[src/rtl/sqw_pkg.sv]
// Package: shared encodings for the square wave tone channel.
// Assumes an 8-step duty sequence; the step count per duty code is fixed here.
package sqw_pkg;

    localparam int STEPS  = 8;
    localparam int STEP_W = $clog2(STEPS);

    typedef enum logic [1:0] {
        SEL_PER_LO = 2'd0,
        SEL_PER_HI = 2'd1,
        SEL_CTRL   = 2'd2,
        SEL_LEN    = 2'd3
    } reg_sel_e;

    // Number of high steps out of STEPS for a duty code.
    function automatic logic [STEP_W:0] duty_high_steps(input logic [1:0] code);
        case (code)
            2'd0:    return (STEP_W+1)'(1);
            2'd1:    return (STEP_W+1)'(2);
            2'd2:    return (STEP_W+1)'(4);
            default: return (STEP_W+1)'(6);
        endcase
    endfunction

endpackage

[src/rtl/sqw_regs.sv]
// Module: sqw_regs
// Holds the period, control and length registers of the tone channel and
// produces the single-cycle restart and length-load strobes.
// Assumes PER_W is between 9 and 16 and that writes are one cycle wide.
module sqw_regs
    import sqw_pkg::*;
#(
    parameter int PER_W = 11,
    parameter int VOL_W = 4,
    parameter int LEN_W = 8
) (
    input  logic             clk,
    input  logic             rst_n,
    input  logic             wr_en,
    input  logic [1:0]       wr_sel,
    input  logic [7:0]       wr_data,
    output logic [PER_W-1:0] period,
    output logic [VOL_W-1:0] vol,
    output logic [1:0]       duty,
    output logic             hold,
    output logic             restart,
    output logic             len_load,
    output logic [LEN_W-1:0] len_value
);
    localparam int HI_W = PER_W - 8;

    reg_sel_e         sel;
    logic [7:0]       per_lo;
    logic [HI_W-1:0]  per_hi;
    logic             unused_bits;

    assign sel         = reg_sel_e'(wr_sel);
    assign unused_bits = ^{wr_data[7:HI_W], wr_data[7]};

    // Register file update on CPU writes.
    always_ff @(posedge clk) begin
        if (!rst_n) begin
            per_lo <= '0;
            per_hi <= '0;
            vol    <= '0;
            duty   <= '0;
            hold   <= 1'b0;
        end else if (wr_en) begin
            case (sel)
                SEL_PER_LO: per_lo <= wr_data;
                SEL_PER_HI: per_hi <= wr_data[HI_W-1:0];
                SEL_CTRL: begin
                    vol  <= wr_data[VOL_W-1:0];
                    duty <= wr_data[5:4];
                    hold <= wr_data[6];
                end
                default: ;
            endcase
        end
    end

    // Strobes and the assembled divider value.
    always_comb begin
        period    = {per_hi, per_lo};
        restart   = wr_en && (sel == SEL_PER_LO || sel == SEL_PER_HI);
        len_load  = wr_en && (sel == SEL_LEN);
        len_value = wr_data[LEN_W-1:0];
    end

endmodule

[src/rtl/sqw_duty_seq.sv]
// Module: sqw_duty_seq
// Divides the clock by PRE*(period+1) and steps an 8-position duty sequence;
// flags the high steps for the selected duty code.
// Assumes the period only changes together with a restart pulse.
module sqw_duty_seq
    import sqw_pkg::*;
#(
    parameter int PER_W = 11,
    parameter int PRE_W = 2
) (
    input  logic              clk,
    input  logic              rst_n,
    input  logic              restart,
    input  logic [PER_W-1:0]  period,
    input  logic [1:0]        duty,
    output logic [STEP_W-1:0] step,
    output logic              high
);
    localparam int DIV_W = PER_W + PRE_W;

    logic [DIV_W-1:0] div_cnt;
    logic [DIV_W-1:0] div_last;

    assign div_last = {period, {PRE_W{1'b1}}};

    // Clock divider and step counter, cleared by reset or restart.
    always_ff @(posedge clk) begin
        if (!rst_n || restart) begin
            div_cnt <= '0;
            step    <= '0;
        end else if (div_cnt == div_last) begin
            div_cnt <= '0;
            step    <= step + STEP_W'(1);
        end else begin
            div_cnt <= div_cnt + DIV_W'(1);
        end
    end

    // High phase covers the first duty_high_steps positions.
    always_comb high = ({1'b0, step} < duty_high_steps(duty));

endmodule

[src/rtl/sqw_length.sv]
// Module: sqw_length
// One-shot playback length counter decremented on an external tick.
// Assumes the tick is a one-cycle pulse from a free-running prescaler.
module sqw_length #(
    parameter int LEN_W = 8
) (
    input  logic           clk,
    input  logic           rst_n,
    input  logic           load,
    input  logic [LEN_W-1:0] load_val,
    input  logic           tick,
    output logic           active,
    output logic [LEN_W:0] left
);
    // Load L+1, count down per tick, stop at the tick that finds zero.
    always_ff @(posedge clk) begin
        if (!rst_n) begin
            active <= 1'b0;
            left   <= '0;
        end else if (load) begin
            active <= 1'b1;
            left   <= {1'b0, load_val} + (LEN_W+1)'(1);
        end else if (tick && active) begin
            if (left == '0) active <= 1'b0;
            else            left   <= left - (LEN_W+1)'(1);
        end
    end

endmodule

[src/rtl/sqw_tone_channel.sv]
// Module: sqw_tone_channel
// Square wave tone channel: register port, duty sequencer, length counter
// and output gating. Sample is combinational from registered state.
// Assumes len_tick comes from a shared free-running prescaler.
module sqw_tone_channel
    import sqw_pkg::*;
#(
    parameter int PER_W = 11,
    parameter int VOL_W = 4,
    parameter int LEN_W = 8,
    parameter int PRE_W = 2
) (
    input  logic             clk,
    input  logic             rst_n,
    input  logic             wr_en,
    input  logic [1:0]       wr_sel,
    input  logic [7:0]       wr_data,
    input  logic             len_tick,
    output logic [VOL_W-1:0] sample
);
    logic [PER_W-1:0]  period;
    logic [VOL_W-1:0]  ctrl_vol;
    logic [1:0]        ctrl_duty;
    logic              ctrl_hold;
    logic              restart;
    logic              len_load;
    logic [LEN_W-1:0]  len_value;
    logic [STEP_W-1:0] seq_step;
    logic              seq_high;
    logic              len_active;
    logic [LEN_W:0]    len_left;
    logic              sounding;

    sqw_regs #(.PER_W(PER_W), .VOL_W(VOL_W), .LEN_W(LEN_W)) u_regs (
        .clk(clk), .rst_n(rst_n), .wr_en(wr_en), .wr_sel(wr_sel),
        .wr_data(wr_data), .period(period), .vol(ctrl_vol),
        .duty(ctrl_duty), .hold(ctrl_hold), .restart(restart),
        .len_load(len_load), .len_value(len_value)
    );

    sqw_duty_seq #(.PER_W(PER_W), .PRE_W(PRE_W)) u_seq (
        .clk(clk), .rst_n(rst_n), .restart(restart), .period(period),
        .duty(ctrl_duty), .step(seq_step), .high(seq_high)
    );

    sqw_length #(.LEN_W(LEN_W)) u_len (
        .clk(clk), .rst_n(rst_n), .load(len_load), .load_val(len_value),
        .tick(len_tick), .active(len_active), .left(len_left)
    );

    // Gate the volume by the sounding state and the duty phase.
    always_comb begin
        sounding = len_active || ctrl_hold;
        sample   = (sounding && seq_high) ? ctrl_vol : '0;
    end

endmodule

[config.mk]
export PLATFORM = sky130hd
export DESIGN_NAME = sqw_tone_channel
export DESIGN_NICKNAME = d
export VERILOG_FILES = /design/src/rtl/sqw_pkg.sv /design/src/rtl/sqw_regs.sv /design/src/rtl/sqw_duty_seq.sv /design/src/rtl/sqw_length.sv /design/src/rtl/sqw_tone_channel.sv
export SDC_FILE = /design/constraint.sdc
export NUM_CORES = 1
export LEC_CHECK = 0
export BUFFER_PORTS_ARGS = -buffer_cell sky130_fd_sc_hd__clkbuf_2
export CORE_MARGIN = 2
export CORE_UTILIZATION = 45
export DETAILED_ROUTE_END_ITERATION = 8
export PLACE_DENSITY = 0.67
export SETUP_SLACK_MARGIN = 0.1
export SYNTH_ARGS = -nofsm -noshare
export SYNTH_HDL_FRONTEND = slang
export SYNTH_HIERARCHICAL = 1
export SYNTH_SLANG_ARGS = --single-unit
[constraint.sdc]
create_clock -name clk -period 1.9 [get_ports clk]
set_clock_uncertainty 0.1 [all_clocks]
set_input_delay 0.095 -clock clk [delete_from_list [all_inputs] [get_ports clk]]
set_output_delay 0.095 -clock clk [all_outputs]
set_load 0.005 [all_outputs]
* Word-level counts from Yosys, hierarchy flattened
Index checks and enable logic that the tools add are counted.
** Operators by class
- Eq/ne operators :: 7
- Multiplexer cells :: 8
- Multipliers :: 0
- Bitwise operators :: 0
- Add/subtract/negate cells :: 4
- Reductions and logical operators :: 19
- Div/mod/pow operators :: 0
- Order comparisons :: 1
- Shift operators :: 0
** Operators by type and width (number)
- $mux W9 :: 3
- $add A13 B1 Y13 const B :: 1
- $eq A13 B13 Y1 :: 1
- $reduce_and A2 Y1 :: 5
- $add A8 B1 Y9 const B :: 1
- $logic_not A9 Y1 :: 1
- $pmux W3 S3 :: 1
- $sub A9 B1 Y9 const B :: 1
- $eq A2 B2 Y1 const B :: 3
- $eq A2 B1 Y1 const B :: 2
- $logic_and A1 B1 Y1 :: 4
- $logic_not A2 Y1 :: 2
- $mux W4 :: 1
- $reduce_bool A2 Y1 :: 2
- $add A3 B1 Y3 const B :: 1
- $logic_or A1 B1 Y1 :: 3
- $lt A3 B3 Y1 :: 1
- $mux W1 :: 3
- $ne A2 B2 Y1 const B :: 1
- $reduce_or A2 Y1 :: 1
- $logic_not A1 Y1 :: 1
** Storage, ports and cells
- Bits of input ports :: 14
- Bits in writable memories :: 0
- Bits in read-only memories :: 0
- Output and inout port bits :: 4
- Bits in latches :: 0
- Memories :: 0
- Register bits :: 44
- Logic and storage cells :: 48

* Depth between registers and ports, before layout
Gate-level depths: netlist of run 1.
- Depth after elaboration :: 5
- Mapped depth :: 6
- Mapped depth without buffers :: 6

* Modules after synthesis
The synthesis of run 1 kept the hierarchy.
** Modules (own cells, without submodules)
- sqw_duty_seq :: times used 1, cells each 97, area an instance 913.4 µm²
- sqw_regs :: times used 1, cells each 80, area an instance 768.2 µm²
- sqw_length :: times used 1, cells each 81, area an instance 716.9 µm²
- sqw_tone_channel :: times used 1, cells each 4, area an instance 40.0 µm²

* Worst setup path after synthesis of run 1
OpenSTA, ideal clock, no wires.
- Path type :: register -> register
- Start :: reg u_len.left[2]
- End :: reg u_len.left[7]
- Arrival time :: 1.328 ns
- Cell stages (with the launch flop) :: 6
- Slack :: 0.350 ns
- Cell sequence :: dfxtp_1 -> or3_1 -> buf_6 -> nor4_4 -> mux2i_1 -> o22ai_1
** On the way
- Longest elaborated chain between the ends :: 4
- Elaborated cells between the ends (all ways) :: 7
** Ends and longest elaborated chain
- start, declared :: RTL line sqw_length.sv:13 : output logic [LEN_W:0] left
- start signal, assigned :: RTL line sqw_length.sv:22 : left <= {1'b0, load_val} + (LEN_W+1)'(1);
- start signal, assigned :: RTL line sqw_length.sv:25 : else left <= left - (LEN_W+1)'(1);
- $sub A9 B1 Y9 :: RTL line sqw_length.sv:25
- $mux W9 :: RTL line sqw_length.sv:24 : if (left == '0) active <= 1'b0;
- $mux W9 :: RTL line sqw_length.sv:23 : end else if (tick && active) begin
- $mux W9 :: RTL line sqw_length.sv:20 : end else if (load) begin
Several ways; a longest one is shown, not always the timed one. The select of a mux whose other input is x is not followed.
A chain may end at the register's enable or synchronous reset.

* Worst setup path in the final report of run 1
- Start :: reg u_seq.step[1]
- End :: out sample[2]
** On the way
- Longest elaborated chain between the ends :: 3
** Ends and longest elaborated chain
- start, declared :: RTL line sqw_duty_seq.sv:16 : output logic [STEP_W-1:0] step,
- start signal, assigned :: RTL line sqw_duty_seq.sv:33 : step <= step + STEP_W'(1);
- $lt A3 B3 Y1 :: RTL line sqw_duty_seq.sv:40 : always_comb high = ({1'b0, step} < duty_high_steps(duty));
- named net seq_high :: RTL line sqw_tone_channel.sv:29 : logic seq_high;
- $logic_and A1 B1 Y1 :: RTL line sqw_tone_channel.sv:54 : sample = (sounding && seq_high) ? ctrl_vol : '0;
- $mux W4 :: RTL line sqw_tone_channel.sv:54
- end, declared :: RTL line sqw_tone_channel.sv:19 : output logic [VOL_W-1:0] sample
The timed path passes the listed nets, and every way through them passes these cells.

==> results of run 1 <==
==> final cells by class <==
class	count	area, µm²
Inverter	9	33.78
Sequential cell	44	883.3
Tap cell	70	87.58
Multi-Input combinational cell	191	1431
Timing Repair Buffer	24	140.1
Clock inverter	3	46.29
Clock buffer	5	68.82
Fill cell	481	2481
==> layer usage <==
layer	vias up	track usage (%)	share of wire [%]	wire, µm
met5	-	0	0	0
met4	0	5.893	1.5	69
met3	6	4.070	3.5	166
met2	26	26.81	44	2072
met1	826	22.92	51	2416
li1	927	-	-	-
==> power by group through the flow <==
stage | registers (W) | clock network [W] | logic (W)
after floorplan | 0.000994 | 0 | 0.000190
after global placement | 0.00100 | 0 | 0.000221
after detailed placement | 0.00100 | 0 | 0.000224
after CTS | 0.000979 | 0.000762 | 0.000229
after global routing | 0.000984 | 0.000801 | 0.000262
final | 0.000980 | 0.000751 | 0.000237
==> cells by family after synthesis <==
| kind of cell | after synthesis | share of synthesized area, % |
|---|---|---|
| simple gates | 105 | 24.42 |
| flops | 44 | 36.12 |
| compound gates | 29 | 9.748 |
| xor+xnor | 28 | 10.36 |
| buf+inv | 27 | 6.824 |
| mux | 23 | 9.441 |
| fa+ha+maj | 6 | 3.078 |
==> state kept, by name, indices dropped and copies added, names as in the netlist <==
| name | cells |
|---|---|
| u_regs/per_hi | 3 |
| u_regs/duty | 2 |
| u_seq/div_cnt | 13 |
| u_seq/step | 3 |
| u_regs/per_lo | 8 |
| u_len/left | 9 |
| u_regs/hold | 1 |
| u_len/active | 1 |
| u_regs/vol | 4 |
==> critical path, delay by kind of cell (launching register included) <==
kind                       cells  cell delay (ps)
buffers and inverters          1              100
AOI/OAI and AO/OA              3              420
adders and majority gates      1              250
and+or+nand+nor                1              130
DFF                            1              360
==> through the flow <==
step	worst slack (ps)	total power, W	std cells	instance area (µm²)
after detailed placement	238.3	0.001225	336	2516
after CTS	109.4	0.001970	346	2668
final	140.1	0.001968	346	2691
after global routing	59.16	0.002047	346	2691
after floorplan	349.6	0.001184	262	2439
after global placement	264.6	0.001221	336	2516
==> cells in the mapped netlist (2+ instances only) <==
master,count,area [µm²]
dfxtp_1,44,880.8
nand2_1,40,150.1
mux2i_1,23,230.2
xnor2_1,19,166.4
nor2_1,16,60.06
inv_1,9,33.78
buf_4,8,60.06
nor3_1,8,40.04
xor2_1,8,70.07
ha_1,6,75.07
nand3_1,6,30.03
o211a_1,6,60.06
nand2b_1,5,31.28
nand4_1,5,31.28
a21oi_1,4,20.02
buf_2,4,20.02
buf_6,4,45.04
nor2b_1,3,18.77
nor4_4,3,63.81
o22ai_1,3,18.77
a31oi_1,2,12.51
and3_1,2,12.51
and4_1,2,17.52
nand4_2,2,25.02
o21a_1,2,15.01
o21ai_0,2,10.01
o31ai_1,2,15.01
or3_1,2,12.51
==> repair_timing <==
item / 4_1_cts / 5_1_grt
pin swaps: 3 / 4
setup endpoints to repair: 4 / 5
gates cloned: 0 / 0
hold endpoints to repair: 1 / 0
setup buffers: 1 / 0
gates resized for setup: 5 / 4
hold buffers: 1 / 0
==> worst paths after layout <==
path,start,endpoint,cells past startpoint
worst min-delay path,wr_data[6],u_regs/per_lo[6],3
worst max-delay path,u_seq/step[1],sample[2],6
worst min register to register,u_seq/div_cnt[0],u_seq/div_cnt[0],1
worst max register to register,u_len/left[2],u_len/left[7],4
==> results.yml, run 1 <==
detailed_routing:
  drt_iter0_markers: 55
  drtAntennaViolNets: 0
  vias_per_cell: 5.159
  dr.pass1.iters: 5
  wl_per_cell_um: 13.65
  finalWirelength_um: 4724
  dr_total_vias: 1785
  post-route-drc-count: 0
sta:
  rsz0062_at_grt: "true"
  holdWs_ps: 3.336
  period_share_pct: 92.63
  worstMarginPinSlew_ps: 471.1
  maxSlewHeadroom_pct: 68.59
  setup_viol: 0
  slew_viol_final: 0
  tns_ps: 0
  finalCriticalPeriod_ps: 1760
  finalHoldViolCount: 0
  fmax_ghz: 0.5682
global_route:
  grt_overflow: 0
  grt_usage_pct: 17.08
  grt_max_degree: 36
  grt_pass1_wl_um: 8135
  antenna_found_initial: 0
  grt_pass1_vias: 1681
layout:
  final_net_count: 295
  antennaDiodeCount: 0
  utilization_pct: 52.03
  area_delta_synth_final_pct: 10.36
  layout_commonest_cell: "dfxtp_1"
  layout_common_cells: "dfxtp_1 (42), nand2_1 (40), mux2i_1 (23)"
  layout-drive-gt1-share_pct: 19.20
worst_setup_path:
  crit_path_start_kind: "register"
  arrival_ps: 1560
  critical_path_class: "reg2out"
  critPathRequiredTime_ps: 1700
  cp_max_fo: 4
  endpoint_kind: "output port"
  cp_slowest_cell: "dfxtp_2"
  slowest_delay_ps: 360
  crit_chain: "ha_4 > o31ai_4 > nand2b_1 > a21oi_4 > o211a_1 > clkbuf_2"
  r2r_slack_ps: 220
power:
  pwr-share-comb_pct: 12.1
  seqPwrFrac_pct: 49.8
  switching_power_w: 0.0005206
  switching_share_pct: 26.45
  p_leak_nw: 1.073
  p_int_w: 0.001448
  clockPowerShare_pct: 38.2
  peakVddDrop_mv: 0.4117
  pwr_density_cell_nw_per_um2: 731.3
clock_tree:
  cts-buffers-inserted: 5
  cts_tree: "built"
  clk_pin_slew_worst_paths_ps: 100
  cts-root-buf: "clkbuf_8"
  cts.sinks: 44
  clk_path_buf_depth: 2
  clk_latency_ps: 310
  htreeDepth: 2
die:
  fp.dieW_um: 77.62
  initial_core_util_pct: 47.15
  row_count: 26
  fp.dieArea_um2: 6024
  ioPinCount: 18
  core_area_um2: 5172
  die_height_um: 77.62
logic_synthesis:
  synth.cell_area_um2: 2439
  synth.avg_cell_area_um2: 9.308
  ys_ff_latch: 44
  synth-seq-area-share_pct: 36.12
  syn_nets: 282
  synth_cell_types: 50
  syn_inst: 262
  synthArstFlopShare_pct: 0
  ys.flop_type: "dfxtp_1"
  synth_edf_count: 0
  ys_warn_count: 6
hold_path:
  hold_path_class: "in2reg"
flow_run:
  max-cap-violations: 0
run_status:
  status: "finished, final reports clean"
placement:
  routabilityCongestion: 0.8165
  hpwlAfterDp_um: 3366
  numPortBuffers: 17
No activity file was read; power rests on OpenSTA's default activity.
==> run 2: changes to the inputs <==
--- a/config.mk
+++ b/config.mk
@@ -5,12 +5,14 @@
 export SDC_FILE = /design/constraint.sdc
 export NUM_CORES = 1
 export LEC_CHECK = 0
+export ABC_AREA = 1
 export BUFFER_PORTS_ARGS = -buffer_cell sky130_fd_sc_hd__clkbuf_2
 export CORE_MARGIN = 2
-export CORE_UTILIZATION = 45
+export CORE_UTILIZATION = 40
 export DETAILED_ROUTE_END_ITERATION = 8
-export PLACE_DENSITY = 0.67
+export PLACE_DENSITY = 0.61
 export SETUP_SLACK_MARGIN = 0.1
+export SKIP_LAST_GASP = 1
 export SYNTH_ARGS = -nofsm -noshare
 export SYNTH_HDL_FRONTEND = slang
 export SYNTH_HIERARCHICAL = 1
==> results.yml, run 2 <==
sta:
  holdWs_ps: 20.58
  rsz0062_at_grt: "true"
  period_share_pct: 92.16
  setup_viol: 0
  fmax_ghz: 0.5711
  slew_viol_final: 0
  finalHoldViolCount: 0
  finalCriticalPeriod_ps: 1751
  maxSlewHeadroom_pct: 72.61
  worstMarginPinSlew_ps: 409.3
  tns_ps: 0
global_route:
  grt_overflow: 0
  antenna_found_initial: 0
  grt_pass1_vias: 2253
  grt_max_degree: 24
  grt_pass1_wl_um: 10230
  grt_usage_pct: 16.79
worst_setup_path:
  cp_slowest_cell: "dfxtp_2"
  cp_common_cell: "inv_2"
  worst-path-buf-inv: 3
  arrival_ps: 1560
  crit_path_start_kind: "register"
  r2r_slack_ps: 290
  cp_max_fo: 4
  crit_chain: "inv_2 > ha_4 > o31ai_4 > nand2_1 > a21oi_2 > inv_2 > nor3_2 > clkbuf_2"
  critPathRequiredTime_ps: 1700
  endpoint_kind: "output port"
  slowest_delay_ps: 360
  critical_path_class: "reg2out"
  critPathTopFamily: "flip-flops"
layout:
  top_register: "u_seq/div_cnt"
  layout_commonest_cell: "nand2_1"
  area_delta_synth_final_pct: 8.069
  top_regs: "u_seq/div_cnt: 13 flops, u_len/left: 9 flops, u_regs/per_lo: 8 flops"
  largest_reg_flops: 13
  multi_input_area_um2: 1575
  layout_common_cells: "nand2_1 (106), inv_1 (63), nor2_1 (58)"
  antennaDiodeCount: 0
  final_net_count: 464
  layout-drive-gt1-share_pct: 17.98
  num-fill-cells: 741
  register_area_um2: 884.6
placement:
  numPortBuffers: 17
  hpwlAfterDp_um: 4546
  routabilityCongestion: 0.8408
power:
  power_w: 0.002159
  p_leak_nw: 1.407
  peakVddDrop_mv: 0.3148
  pwr_density_cell_nw_per_um2: 704.2
logic_synthesis:
  synth_area_leader_cell: "dfxtp_1"
  synth.area.top_cells: "dfxtp_1 (31%), nand2_1 (14%), inv_1 (8.6%)"
  synth-seq-area-share_pct: 31.04
  synth.cell_area_um2: 2838
  synth_top_area_share_pct: 31.04
  synth.avg_cell_area_um2: 6.569
  ys_ff_latch: 44
  syn_inst: 432
  ys_warn_count: 6
  synth_edf_count: 0
  ys.flop_type: "dfxtp_1"
  yosysMostFrequentCell: "nand2_1"
  syn_nets: 452
  synthArstFlopShare_pct: 0
  netlist_top_cells_count: "nand2_1 (106), inv_1 (65), nor2_1 (58)"
  synth_cell_types: 35
die:
  core_area_um2: 6832
  initial_core_util_pct: 41.54
  fp.dieArea_um2: 7784
  die_height_um: 88.23
  fp.dieW_um: 88.23
  row_count: 30
  ioPinCount: 18
clock_tree:
  cts-buffers-inserted: 5
  clk_pin_slew_worst_paths_ps: 80
  htreeDepth: 2
  clk_path_buf_depth: 2
  cts.sinks: 44
  cts-root-buf: "clkbuf_8"
  cts_tree: "built"
  clk_latency_ps: 290
detailed_routing:
  drt_iter0_markers: 79
  dr.pass1.iters: 4
  drtAntennaViolNets: 0
  dr_total_vias: 2536
  wl_per_cell_um: 11.23
  post-route-drc-count: 0
  finalWirelength_um: 6078
  vias_per_cell: 4.688
hold_path:
  hold_path_class: "in2reg"
run_status:
  status: "finished, final reports clean"
flow_run:
  max-cap-violations: 0
-- run 2: logic make-up (layout without fill, tap and decap cells) --
family                   Yosys count  in the layout  synth area share (%)
AND/OR/NAND/NOR                  237            237                 39.15
buffers and inverters             89            102                 15.30
XOR/XNOR                          12             12                 3.704
AO/OA/AOI/OAI                     44             44                 8.157
adder cells (fa/ha/maj)            6              6                 2.645
flip-flops                        44             44                 31.04
-- run 2: final timing paths --
kind | start | end | cells after the start
setup / recovery | u_regs/duty[0] | sample[1] | 8
hold / removal | wr_data[6] | u_regs/hold | 3
hold reg to reg | u_len/left[0] | u_len/left[0] | 2
setup reg to reg | u_len/left[0] | u_len/left[7] | 9
-- run 2: per-layer routing --
metal / share of wire, % / GRT usage (%) / vias up
li1: - / - / 1348
met1: 48 / 21.78 / 1151
met2: 48 / 28.91 / 32
met3: 3.2 / 3.078 / 5
met4: 0.61 / 4.132 / 0
met5: 0 / 0 / -
-- run 2: metrics by stage --
step	cells	area [µm²]	utilization [%]	setup WS (ps)
4_1_cts	541	3054	44.71	100.2
5_1_grt	541	3067	44.89	34.66
2_1_floorplan	432	2838	-	413.1
6_report	541	3067	44.89	148.9
3_5_place_dp	532	2913	42.64	185.8
3_3_place_gp	532	2913	42.64	242.2
-- run 2: repair_timing --
action | in CTS | in global routing
gates resized for setup | 10 | 7
gates cloned | 0 | 0
pin swaps | 5 | 3
setup buffers | 1 | 0
hold buffers | 0 | 0
endpoints found under the setup margin | 4 | 7
-- run 2: cell type report --
type                       instances  area share, %
sequential                        44          28.85
timing repair buffer              23          4.243
multi-input combinational        299          51.37
inverter                          71          8.690
clock buffer                       8          2.938
tap                               96          3.917
-- run 2: power by group --
| part | internal [W] | switching (W) | leakage, nW |
|---|---|---|---|
| sequential | 0.000972 | 0.0000446 | 0.359 |
| combinational | 0.000198 | 0.000335 | 1.00 |
| clock | 0.000297 | 0.000313 | 0.0455 |
-- run 2: worst reg2reg max path, cell delays in order, from the launching register on --
cell and delay (ps):
dfxtp_1 320, inv_1 100, ha_2 230, nand2_2 100, nor2_2 150, nand3_2 70, nand2_2 140, inv_2 90
o21ai_0 160, nor2_1 60
==> run 3: changes to the inputs <==
--- a/config.mk
+++ b/config.mk
@@ -10,6 +10,7 @@
 export CORE_MARGIN = 2
 export CORE_UTILIZATION = 40
 export DETAILED_ROUTE_END_ITERATION = 8
+export GPL_TIMING_DRIVEN = 0
 export PLACE_DENSITY = 0.61
 export SETUP_SLACK_MARGIN = 0.1
 export SKIP_LAST_GASP = 1
==> constraint.sdc (replaced) <==
create_clock -name clk -period 1.9 [get_ports clk]
set_clock_uncertainty 0.1 [all_clocks]
set_input_delay 0.095 -clock clk [delete_from_list [all_inputs] [get_ports clk]]
set_output_delay 0.095 -clock clk [all_outputs]
set_load 0.1 [all_outputs]
==> results.yml, run 3 (synthesized netlist as in run 2, its figures left out) <==
power:
  pwr-share-comb_pct: 25.2
  switching_share_pct: 31.61
  switching_power_w: 0.0007395
  pwr_density_cell_nw_per_um2: 692.8
  seqPwrFrac_pct: 43.4
  p_leak_nw: 1.544
  clockPowerShare_pct: 31.4
  p_int_w: 0.001600
  peakVddDrop_mv: 0.3409
  power_w: 0.002340
die:
  core_area_um2: 6832
  fp.dieW_um: 88.23
  initial_core_util_pct: 41.54
  fp.dieArea_um2: 7784
  die_height_um: 88.23
  ioPinCount: 18
  row_count: 30
worst_setup_path:
  slowest_delay_ps: 340
  critPathRequiredTime_ps: 1700
  crit_chain: "inv_2 > ha_4 > o31ai_2 > nand2_1 > a21oi_2 > inv_2 > nor3_4 > clkbuf_16"
  reg2reg_depth: 6
  setup.worst_path.end: "sample[0]"
  rr_startpoint: "u_seq/div_cnt[0]"
  cp_num_cells: 8
  cp_slowest_cell: "dfxtp_2"
  cp-startpoint: "u_regs/duty[0]"
  worst-path-buf-inv: 3
  cp_common_cell: "inv_2"
  r2r_slack_ps: 310
  critPathTopFamily: "buffers and inverters"
  crit_path_start_kind: "register"
  r2r-end: "u_seq/div_cnt[12]"
  critical_path_class: "reg2out"
  cp_max_fo: 4
  endpoint_kind: "output port"
  arrival_ps: 1770
sta:
  setup_viol: 4
  period_share_pct: 103.6
  rsz0062_at_grt: "true"
  slew_viol_final: 0
  worstMarginPinSlew_ps: 706.1
  maxSlewHeadroom_pct: 52.75
  worst_slack_ps: -68.91
  fmax_ghz: 0.5079
  tns_ps: -157.3
  finalCriticalPeriod_ps: 1969
  finalHoldViolCount: 0
clock_tree:
  cts-root-buf: "clkbuf_8"
  clk_latency_ps: 300
  htreeDepth: 2
  clk_pin_slew_worst_paths_ps: 90
  cts.sinks: 44
  cts_tree: "built"
  cts-buffers-inserted: 5
  clk_path_buf_depth: 2
detailed_routing:
  wl_per_cell_um: 11.24
  drt_iter0_markers: 91
  dr.pass1.iters: 4
  drtAntennaViolNets: 0
  post-route-drc-count: 0
  dr_total_vias: 2547
  vias_per_cell: 4.548
  finalWirelength_um: 6296
placement:
  hpwlAfterDp_um: 4688
  place_inst: 544
  routabilityCongestion: 0.8241
  numPortBuffers: 16
flow_run:
  max-cap-violations: 0
hold_path:
  hold_path_class: "in2reg"
global_route:
  grt_usage_pct: 17.92
  grt_pass1_vias: 2452
  grt_overflow: 0
  grt_max_degree: 14
  grt_pass1_wl_um: 10940
  antenna_found_initial: 0
layout:
  num-fill-cells: 703
  antennaDiodeCount: 0
  layout_common_cells: "nand2_1 (106), inv_1 (64), nor2_1 (57)"
  top_register: "u_seq/div_cnt"
  layout-drive-gt1-share_pct: 19.83
  layout_commonest_cell: "nand2_1"
  instances_no_fill: 560
  register_area_um2: 883.3
  area_delta_synth_final_pct: 19.00
  final_net_count: 483
  multi_input_area_um2: 1594
  top_regs: "u_seq/div_cnt: 13 flops, u_len/left: 9 flops, u_regs/per_lo: 8 flops"
  largest_reg_flops: 13
run_status:
  failed_checks: "negative setup slack"
  status: "finished with violations"
[run 3: cell types whose count changed in the layout (fill, tap and decap cells not counted), moves of 3 or more]
cell / before / now
nor3_4: 0 / 4
buf_6: 0 / 4
nor3_2: 7 / 3
clkbuf_16: 0 / 4
buf_4: 6 / 9
dlygate4sd3_1: 0 / 7
[run 3: routing by layer]
metal  track usage [%]  share of wire, %
met3             4.757               2.9
met2             29.80                47
met5                 0                 0
met1             23.05                50
met4             4.821              0.81
[run 3: what timing repair did]
action | 4_1_cts | 5_1_grt
gates resized for setup | 15 | 5
hold buffers | 7 | 0
pin swaps | 8 | 4
setup buffers | 1 | 0
endpoints found under the hold margin | 8 | 0
endpoints found under the setup margin | 4 | 7
[run 3: stage by stage]
step / area [µm²] / setup WS [ps] / utilization, % / hold WS (ps)
floorplan: 2888 / -102.2 / - / 129.8
global placement: 3088 / 5.286 / 45.20 / 257.6
detailed placement: 3088 / -13.14 / 45.20 / 269.3
CTS: 3367 / -71.06 / 49.29 / 6.777
global route: 3377 / -144.3 / 49.43 / 12.35
finish: 3377 / -68.91 / 49.43 / 19.81
[run 3: layout make-up]
class | count | area share, %
Clock inverter | 2 | 1.037
Multi-Input combinational cell | 299 | 47.20
Buffer | 18 | 4.965
Tap cell | 96 | 3.557
Inverter | 71 | 7.892
Sequential cell | 44 | 26.16
Timing Repair Buffer | 24 | 7.040
Clock buffer | 6 | 2.149
[run 3: worst min-delay path, cell delays in order]
cell	delay [ps]
clkbuf_2	130
nor2_1	110
nor2_1	50
[run 3: worst min-delay path by stage]
stage                          start                to  depth (start not counted)
after global placement    wr_data[6]       u_regs/hold                          3
after detailed placement  wr_data[6]       u_regs/hold                          3
after global routing      wr_data[0]  u_regs/per_hi[0]                          3
final                     wr_data[0]  u_regs/per_hi[0]                          3
after CTS                 wr_data[0]  u_regs/per_hi[0]                          3
after floorplan           wr_data[4]    u_regs/duty[0]                          2
[run 3: power groups by stage]
stage	clock network [W]	logic, W	registers (W)
2_1_floorplan	0	0.000461	0.00102
3_3_place_gp	0	0.000555	0.00103
3_5_place_dp	0	0.000564	0.00104
4_1_cts	0.000769	0.000586	0.00102
5_1_grt	0.000804	0.000673	0.00102
6_report	0.000734	0.000590	0.00102
